<file path="src/rtl/tmr_pkg.sv">
package tmr_pkg;
  typedef enum logic [1:0] {
    CMD_NOP     = 2'b00,
    CMD_STOP    = 2'b01,
    CMD_STOP_TC = 2'b10,
    CMD_START   = 2'b11
  } tmr_cmd_e;
endpackage

</file>
<file path="src/rtl/tmr_sync.sv">
module tmr_sync #(
  parameter int STAGES = 2
) (
  input  logic clk_i,
  input  logic rst_ni,
  input  logic async_i,
  output logic rise_o
);
  logic [STAGES-1:0] sr_q;
  logic              last_q;

  always_ff @(posedge clk_i or negedge rst_ni) begin
    if (!rst_ni) begin
      sr_q   <= '0;
      last_q <= 1'b0;
    end else begin
      sr_q   <= {sr_q[STAGES-2:0], async_i};
      last_q <= sr_q[STAGES-1];
    end
  end

  assign rise_o = sr_q[STAGES-1] & ~last_q;
endmodule

</file>
<file path="src/rtl/tmr_len_reg.sv">
module tmr_len_reg #(
  parameter int CNT_W = 14,
  localparam int LEN_W = CNT_W + 2,
  localparam int HI_W  = LEN_W - 8
) (
  input  logic             clk_i,
  input  logic             lo_we_i,
  input  logic             hi_we_i,
  input  logic [7:0]       wdata_i,
  output logic [LEN_W-1:0] len_o
);
  logic [LEN_W-1:0] len_q;

  // no reset: the length word survives a hardware reset
  always_ff @(posedge clk_i) begin
    if (lo_we_i) len_q[7:0]       <= wdata_i;
    if (hi_we_i) len_q[LEN_W-1:8] <= wdata_i[HI_W-1:0];
  end

  assign len_o = len_q;
endmodule

</file>
<file path="src/rtl/tmr_core.sv">
module tmr_core
  import tmr_pkg::*;
#(
  parameter int CNT_W = 14,
  localparam int LEN_W = CNT_W + 2
) (
  input  logic             clk_i,
  input  logic             rst_ni,
  input  logic             tick_i,
  input  logic             cmd_we_i,
  input  logic [1:0]       cmd_i,
  input  logic [LEN_W-1:0] len_i,
  output logic             running_o,
  output logic [CNT_W-1:0] cnt_o,
  output logic [CNT_W-1:0] cur_len_o,
  output logic [1:0]       mode_o,
  output logic             tc_o
);
  localparam logic [CNT_W-1:0] ONE = CNT_W'(1);
  localparam logic [CNT_W-1:0] TWO = CNT_W'(2);

  logic             run_q, run_d;
  logic             pend_q, pend_d;
  logic             stop_tc_q, stop_tc_d;
  logic             tc_q, tc_d;
  logic             load;
  logic [CNT_W-1:0] cnt_q, cur_len_q;
  logic [1:0]       mode_q;

  always_comb begin
    run_d     = run_q;
    pend_d    = pend_q;
    stop_tc_d = stop_tc_q;
    tc_d      = 1'b0;
    load      = 1'b0;
    if (run_q && tick_i) begin
      if (cnt_q == ONE) begin
        if (pend_q) begin
          load   = 1'b1;
          pend_d = 1'b0;
        end else if (stop_tc_q || !mode_q[0]) begin
          run_d     = 1'b0;
          stop_tc_d = 1'b0;
        end
      end else if (cnt_q == TWO) begin
        tc_d = 1'b1;
      end
    end
    if (cmd_we_i) begin
      unique case (tmr_cmd_e'(cmd_i))
        CMD_STOP: if (run_q) begin
          run_d     = 1'b0;
          pend_d    = 1'b0;
          stop_tc_d = 1'b0;
          tc_d      = 1'b0;
        end
        CMD_STOP_TC: if (run_q) begin
          stop_tc_d = 1'b1;
          pend_d    = 1'b0;
        end
        CMD_START: begin
          stop_tc_d = 1'b0;
          if (!run_q) begin
            load   = 1'b1;
            run_d  = 1'b1;
            pend_d = 1'b0;
          end else begin
            pend_d = 1'b1;
          end
        end
        default: ;
      endcase
    end
  end

  always_ff @(posedge clk_i or negedge rst_ni) begin
    if (!rst_ni) begin
      run_q     <= 1'b0;
      pend_q    <= 1'b0;
      stop_tc_q <= 1'b0;
      tc_q      <= 1'b0;
    end else begin
      run_q     <= run_d;
      pend_q    <= pend_d;
      stop_tc_q <= stop_tc_d;
      tc_q      <= tc_d;
    end
  end

  // count and mode are not reset
  always_ff @(posedge clk_i) begin
    if (load) begin
      cnt_q     <= len_i[CNT_W-1:0];
      cur_len_q <= len_i[CNT_W-1:0];
      mode_q    <= len_i[LEN_W-1 -: 2];
    end else if (run_q && tick_i) begin
      cnt_q <= (cnt_q == ONE) ? cur_len_q : cnt_q - ONE;
    end
  end

  assign running_o = run_q;
  assign cnt_o     = cnt_q;
  assign cur_len_o = cur_len_q;
  assign mode_o    = mode_q;
  assign tc_o      = tc_q;
endmodule

</file>
<file path="src/rtl/tmr_wave.sv">
module tmr_wave #(
  parameter int CNT_W = 14
) (
  input  logic             running_i,
  input  logic [CNT_W-1:0] cnt_i,
  input  logic [CNT_W-1:0] cur_len_i,
  input  logic [1:0]       mode_i,
  output logic             out_o
);
  logic half_hi, pulse_hi;

  assign half_hi  = cnt_i > (cur_len_i >> 1);  // odd N: larger half high
  assign pulse_hi = cnt_i != CNT_W'(1);
  assign out_o    = !running_i || (mode_i[1] ? pulse_hi : half_hi);
endmodule

</file>
<file path="src/rtl/prog_mode_timer.sv">
module prog_mode_timer #(
  parameter int CNT_W       = 14,
  parameter int SYNC_STAGES = 2,
  localparam int LEN_W = CNT_W + 2
) (
  input  logic       clk_i,
  input  logic       rst_ni,
  input  logic       tmr_in_i,
  input  logic       len_lo_we_i,
  input  logic       len_hi_we_i,
  input  logic [7:0] wdata_i,
  input  logic       cmd_we_i,
  input  logic [1:0] cmd_i,
  output logic       tmr_out_o,
  output logic       tc_pulse_o
);
  logic             tick_w;
  logic [LEN_W-1:0] len_w;
  logic             run_w;
  logic [CNT_W-1:0] cnt_w, cur_len_w;
  logic [1:0]       mode_w;

  tmr_sync #(.STAGES(SYNC_STAGES)) u_sync (
    .clk_i  (clk_i),
    .rst_ni (rst_ni),
    .async_i(tmr_in_i),
    .rise_o (tick_w)
  );

  tmr_len_reg #(.CNT_W(CNT_W)) u_len (
    .clk_i  (clk_i),
    .lo_we_i(len_lo_we_i),
    .hi_we_i(len_hi_we_i),
    .wdata_i(wdata_i),
    .len_o  (len_w)
  );

  tmr_core #(.CNT_W(CNT_W)) u_core (
    .clk_i    (clk_i),
    .rst_ni   (rst_ni),
    .tick_i   (tick_w),
    .cmd_we_i (cmd_we_i),
    .cmd_i    (cmd_i),
    .len_i    (len_w),
    .running_o(run_w),
    .cnt_o    (cnt_w),
    .cur_len_o(cur_len_w),
    .mode_o   (mode_w),
    .tc_o     (tc_pulse_o)
  );

  tmr_wave #(.CNT_W(CNT_W)) u_wave (
    .running_i(run_w),
    .cnt_i    (cnt_w),
    .cur_len_i(cur_len_w),
    .mode_i   (mode_w),
    .out_o    (tmr_out_o)
  );
endmodule

</file>
<file path="config.mk">
export PLATFORM = sky130hd
export DESIGN_NAME = prog_mode_timer
export DESIGN_NICKNAME = d
export VERILOG_FILES = /design/src/rtl/tmr_pkg.sv /design/src/rtl/tmr_sync.sv /design/src/rtl/tmr_len_reg.sv /design/src/rtl/tmr_core.sv /design/src/rtl/tmr_wave.sv /design/src/rtl/prog_mode_timer.sv
export SDC_FILE = /design/constraint.sdc
export NUM_CORES = 1
export LEC_CHECK = 0
export ABC_AREA = 1
export BUFFER_PORTS_ARGS = -buffer_cell sky130_fd_sc_hd__buf_2
export CORE_ASPECT_RATIO = 0.8
export CORE_MARGIN = 10
export CORE_UTILIZATION = 65
export CTS_CLUSTER_SIZE = 12
export DETAILED_ROUTE_END_ITERATION = 16
export PLACE_DENSITY = 0.85
export RECOVER_POWER = 25
export SETUP_SLACK_MARGIN = 0.15
export SLEW_MARGIN = 20
export SYNTH_ARGS = -nofsm -noshare
export SYNTH_HDL_FRONTEND = slang
export SYNTH_SLANG_ARGS = --single-unit
</file>
<file path="constraint.sdc">
create_clock -name clk_i -period 5.1 [get_ports clk_i]
set_clock_uncertainty 0.05 [all_clocks]
set_input_delay 0.51 -clock clk_i [delete_from_list [all_inputs] [get_ports clk_i]]
set_output_delay 0.51 -clock clk_i [all_outputs]
set_load 0.01 [all_outputs]
</file>
==> results by group <==
Critical path
  – Critical Path RT: 4540 ps
  – Critical path startpoint category: register
  – Critical path class: reg2out
  – Reg2reg path depth: 7
  – WP data arrival: 2020 ps
  – Start of the worst register-to-register path: u_core.cnt_o[4]
  – Crit. Startpoint: u_core.cnt_o[4]
  – Worst Setup End Kind: output port
  – Worst-path fanout max: 12
  – Reg2reg setup slack: 2690 ps
  – Critical R2R Capture: u_core.cnt_o[10]
  – Critical Path End: tmr_out_o

Placed design
  – Final Wtd Congestion: 0.898
  – Hpwl dp: 4620 um
  – I/O Buffers: 17

Routing
  – Routed WL per cell: 15.4 um
  – Final wirelength: 5940 um
  – DR vias/cell: 5.60
  – Via count: 2167
  – Routed Antenna Nets: 0
  – DR pass1 iterations: 5
  – Iter 0 DRT Violations: 259
  – Drc violations: 0

Yosys
  – Post-synth cell types: 33
  – Yosys warns: 0
  – Register area share after synthesis: 0.539
  – Commonest cells post-synth: 109 x nand2_1, 46 x edfxtp_1, 33 x inv_1
  – Top-count cell post-synth: nand2_1
  – Syn nets: 343
  – Area leader, netlist: edfxtp_1
  – Top cells by area, synth: edfxtp_1 48%, nand2_1 14%, ha_1 8.7%
  – Post-synth EDFFs: 46
  – Post-synth ARST share: 0.132
  – Post-synth top area share: 0.478
  – Synth Flop Type: edfxtp_1
  – Post-Syn Area: 2890 sq um
  – Register bit total from synthesis: 53
  – Avg Inst Size Synth: 9.41 sq um
  – Synth Instances: 307

Clock network
  – H-tree Lvls: 2
  – Clock root buffer: clkbuf_8
  – Setup Buffers After CTS: 0
  – Inserted Clock Buffers: 5
  – CTS sink cnt: 53
  – CTS tree: done
  – Bufs on Longest Clock Path: 2
  – Clock transition at path regs: 100 ps
  – Worst skew pair latency: 310 ps

STA
  – Slew Viols, Final: 0
  – Worst slew margin: 0.604
  – Min Clock Period, post-route: 2580 ps
  – Worst Tran Pin Value: 593 ps
  – Fmax: 387 MHz
  – Final hold vios: 0
  – Final period utilization: 0.507
  – RSZ-0062 raised after global routing: no
  – Setup Viol. Count Final: 0
  – WHS: 265 ps
  – Setup TNS: 0 ps

Global route
  – GRT met2 Usage: 0.245
  – GRT busiest layer: met2
  – GRT Total Usage: 0.166
  – Grt total ovfl: 0
  – Initial antenna violation count: 0
  – GRT met3 Usage: 0.0432
  – Global routing met1 resource utilization: 0.228
  – Vias in the first global route: 2061
  – Pin count of the biggest net entering global routing: 32
  – First-pass GRT wire length: 9770 um

Die
  – Die Y: 79.6 um
  – Die Span X: 94.5 um
  – Full die area: 7530 sq um
  – Placeable core area: 4230 sq um
  – FP Rows: 21
  – Initial Utilization: 0.683
  – I/O pin count: 18

Outcome
  – Status: finished, final reports clean

Power
  – Worst vdd ir: 0.000276 V
  – Pwr Density: 293 nW/um^2
  – Static leakage: 1.42 nW

Finish
  – Fraction of layout instances using a drive strength above 1: 0.103
  – Synth-to-Final Area Change: 8.45%
  – # fillers: 317
  – Final #Nets: 365
  – # diodes: 0

Flow run
  – Max Cap Viol: 0

Min path
  – HP Class: in2reg
-- final cells by class --
type	instances	area, sq um	area share
multi-input combinational	215	1170	0.372
inverter	36	138	0.0439
sequential	53	1560	0.497
clock inverter	2	38.8	0.0124
clock buffer	6	72.6	0.0232
tap	57	71.3	0.0228
timing repair buffer	18	88.8	0.0284
-- layout by cell type (no fill, tap or decap), types with 2 or more instances in the layout --
master    netlist  layout
clkbuf_8        0       5
inv_1          33      33
ha_1           20      20
buf_2           1      12
nor2_4          3       3
nand3_1        16      16
edfxtp_1       46      46
dfrtp_1         7       7
xor2_1          3       3
clkbuf_1        0       6
inv_2           2       2
nor2_2          3       3
nand2_1       109     109
nor2_1         23      23
a21oi_1         9       9
o21ai_0        10      10
o21ai_1         3       3
-- logic make-up (layout without fill, tap and decap cells) --
kind of cell	Yosys count	in the layout	share of synthesized area
compound gates	28	28	0.0542
xor+xnor	4	4	0.0121
fa+ha+maj	20	20	0.0867
buf+inv	39	62	0.0572
flops	53	53	0.539
simple gates	163	163	0.251
-- how the worst min path moves through the flow --
stage                              start              to  slack [ps]  cells past startpoint
final                           tmr_in_i  u_sync.sr_q[0]         260                      1
after global routing            tmr_in_i  u_sync.sr_q[0]         250                      1
after CTS                       tmr_in_i  u_sync.sr_q[0]         260                      1
after detailed placement  u_sync.sr_q[0]  u_sync.sr_q[1]         290                      0
after global placement    u_sync.sr_q[0]  u_sync.sr_q[1]         290                      0
after floorplan                   rst_ni   u_core.pend_q         160                      0
-- flip-flops by register name (all words and copies together) (netlist names) --
register / flops
u_core.mode_o: 2
u_core.running_o: 1
u_core.stop_tc_q: 1
u_core.pend_q: 1
u_sync.last_q: 1
u_core.cur_len_o: 14
u_sync.sr_q: 2
u_len.len_o: 16
u_core.tc_o: 1
u_core.cnt_o: 14
-- metal layers --
layer / part of all wire / vias up
met4: 0.028 / 0
met2: 0.43 / 131
met1: 0.45 / 966
met3: 0.098 / 21
li1: - / 1049
met5: 0 / -
-- where the power goes --
group	leakage [nW]	switching (mW)	internal, mW
registers	0.520	0.0242	0.507
logic	0.848	0.0683	0.0371
clock network	0.0558	0.131	0.148
total	1.42	0.224	0.692
-- stage by stage --
stage                     power, mW  setup WS, ps  instance area [sq um]  cells   util
after floorplan               0.605          3130                   2890    307      -
after global routing          0.952          2410                   3130    387  0.740
after CTS                     0.917          2550                   3140    387  0.742
after detailed placement      0.643          2730                   3020    378  0.713
after global placement        0.639          2790                   3020    378  0.713
final                         0.916          2520                   3130    387  0.740
-- what timing repair did --
action | 4_1_cts | 5_1_grt
endpoints found under the hold margin | 7 | 0
hold buffers | 1 | 0
resized for setup | 0 | 0
-- worst max-delay path, stage by stage, from the launching register on --
cell,delay [ps]
edfxtp_1,510
nor2_2,200
nand3_2,120
nor2_4,140
nand2_1,320
a21oi_1,230
nand2_1,60
buf_2,140
No activity file was read; power rests on OpenSTA's default activity.
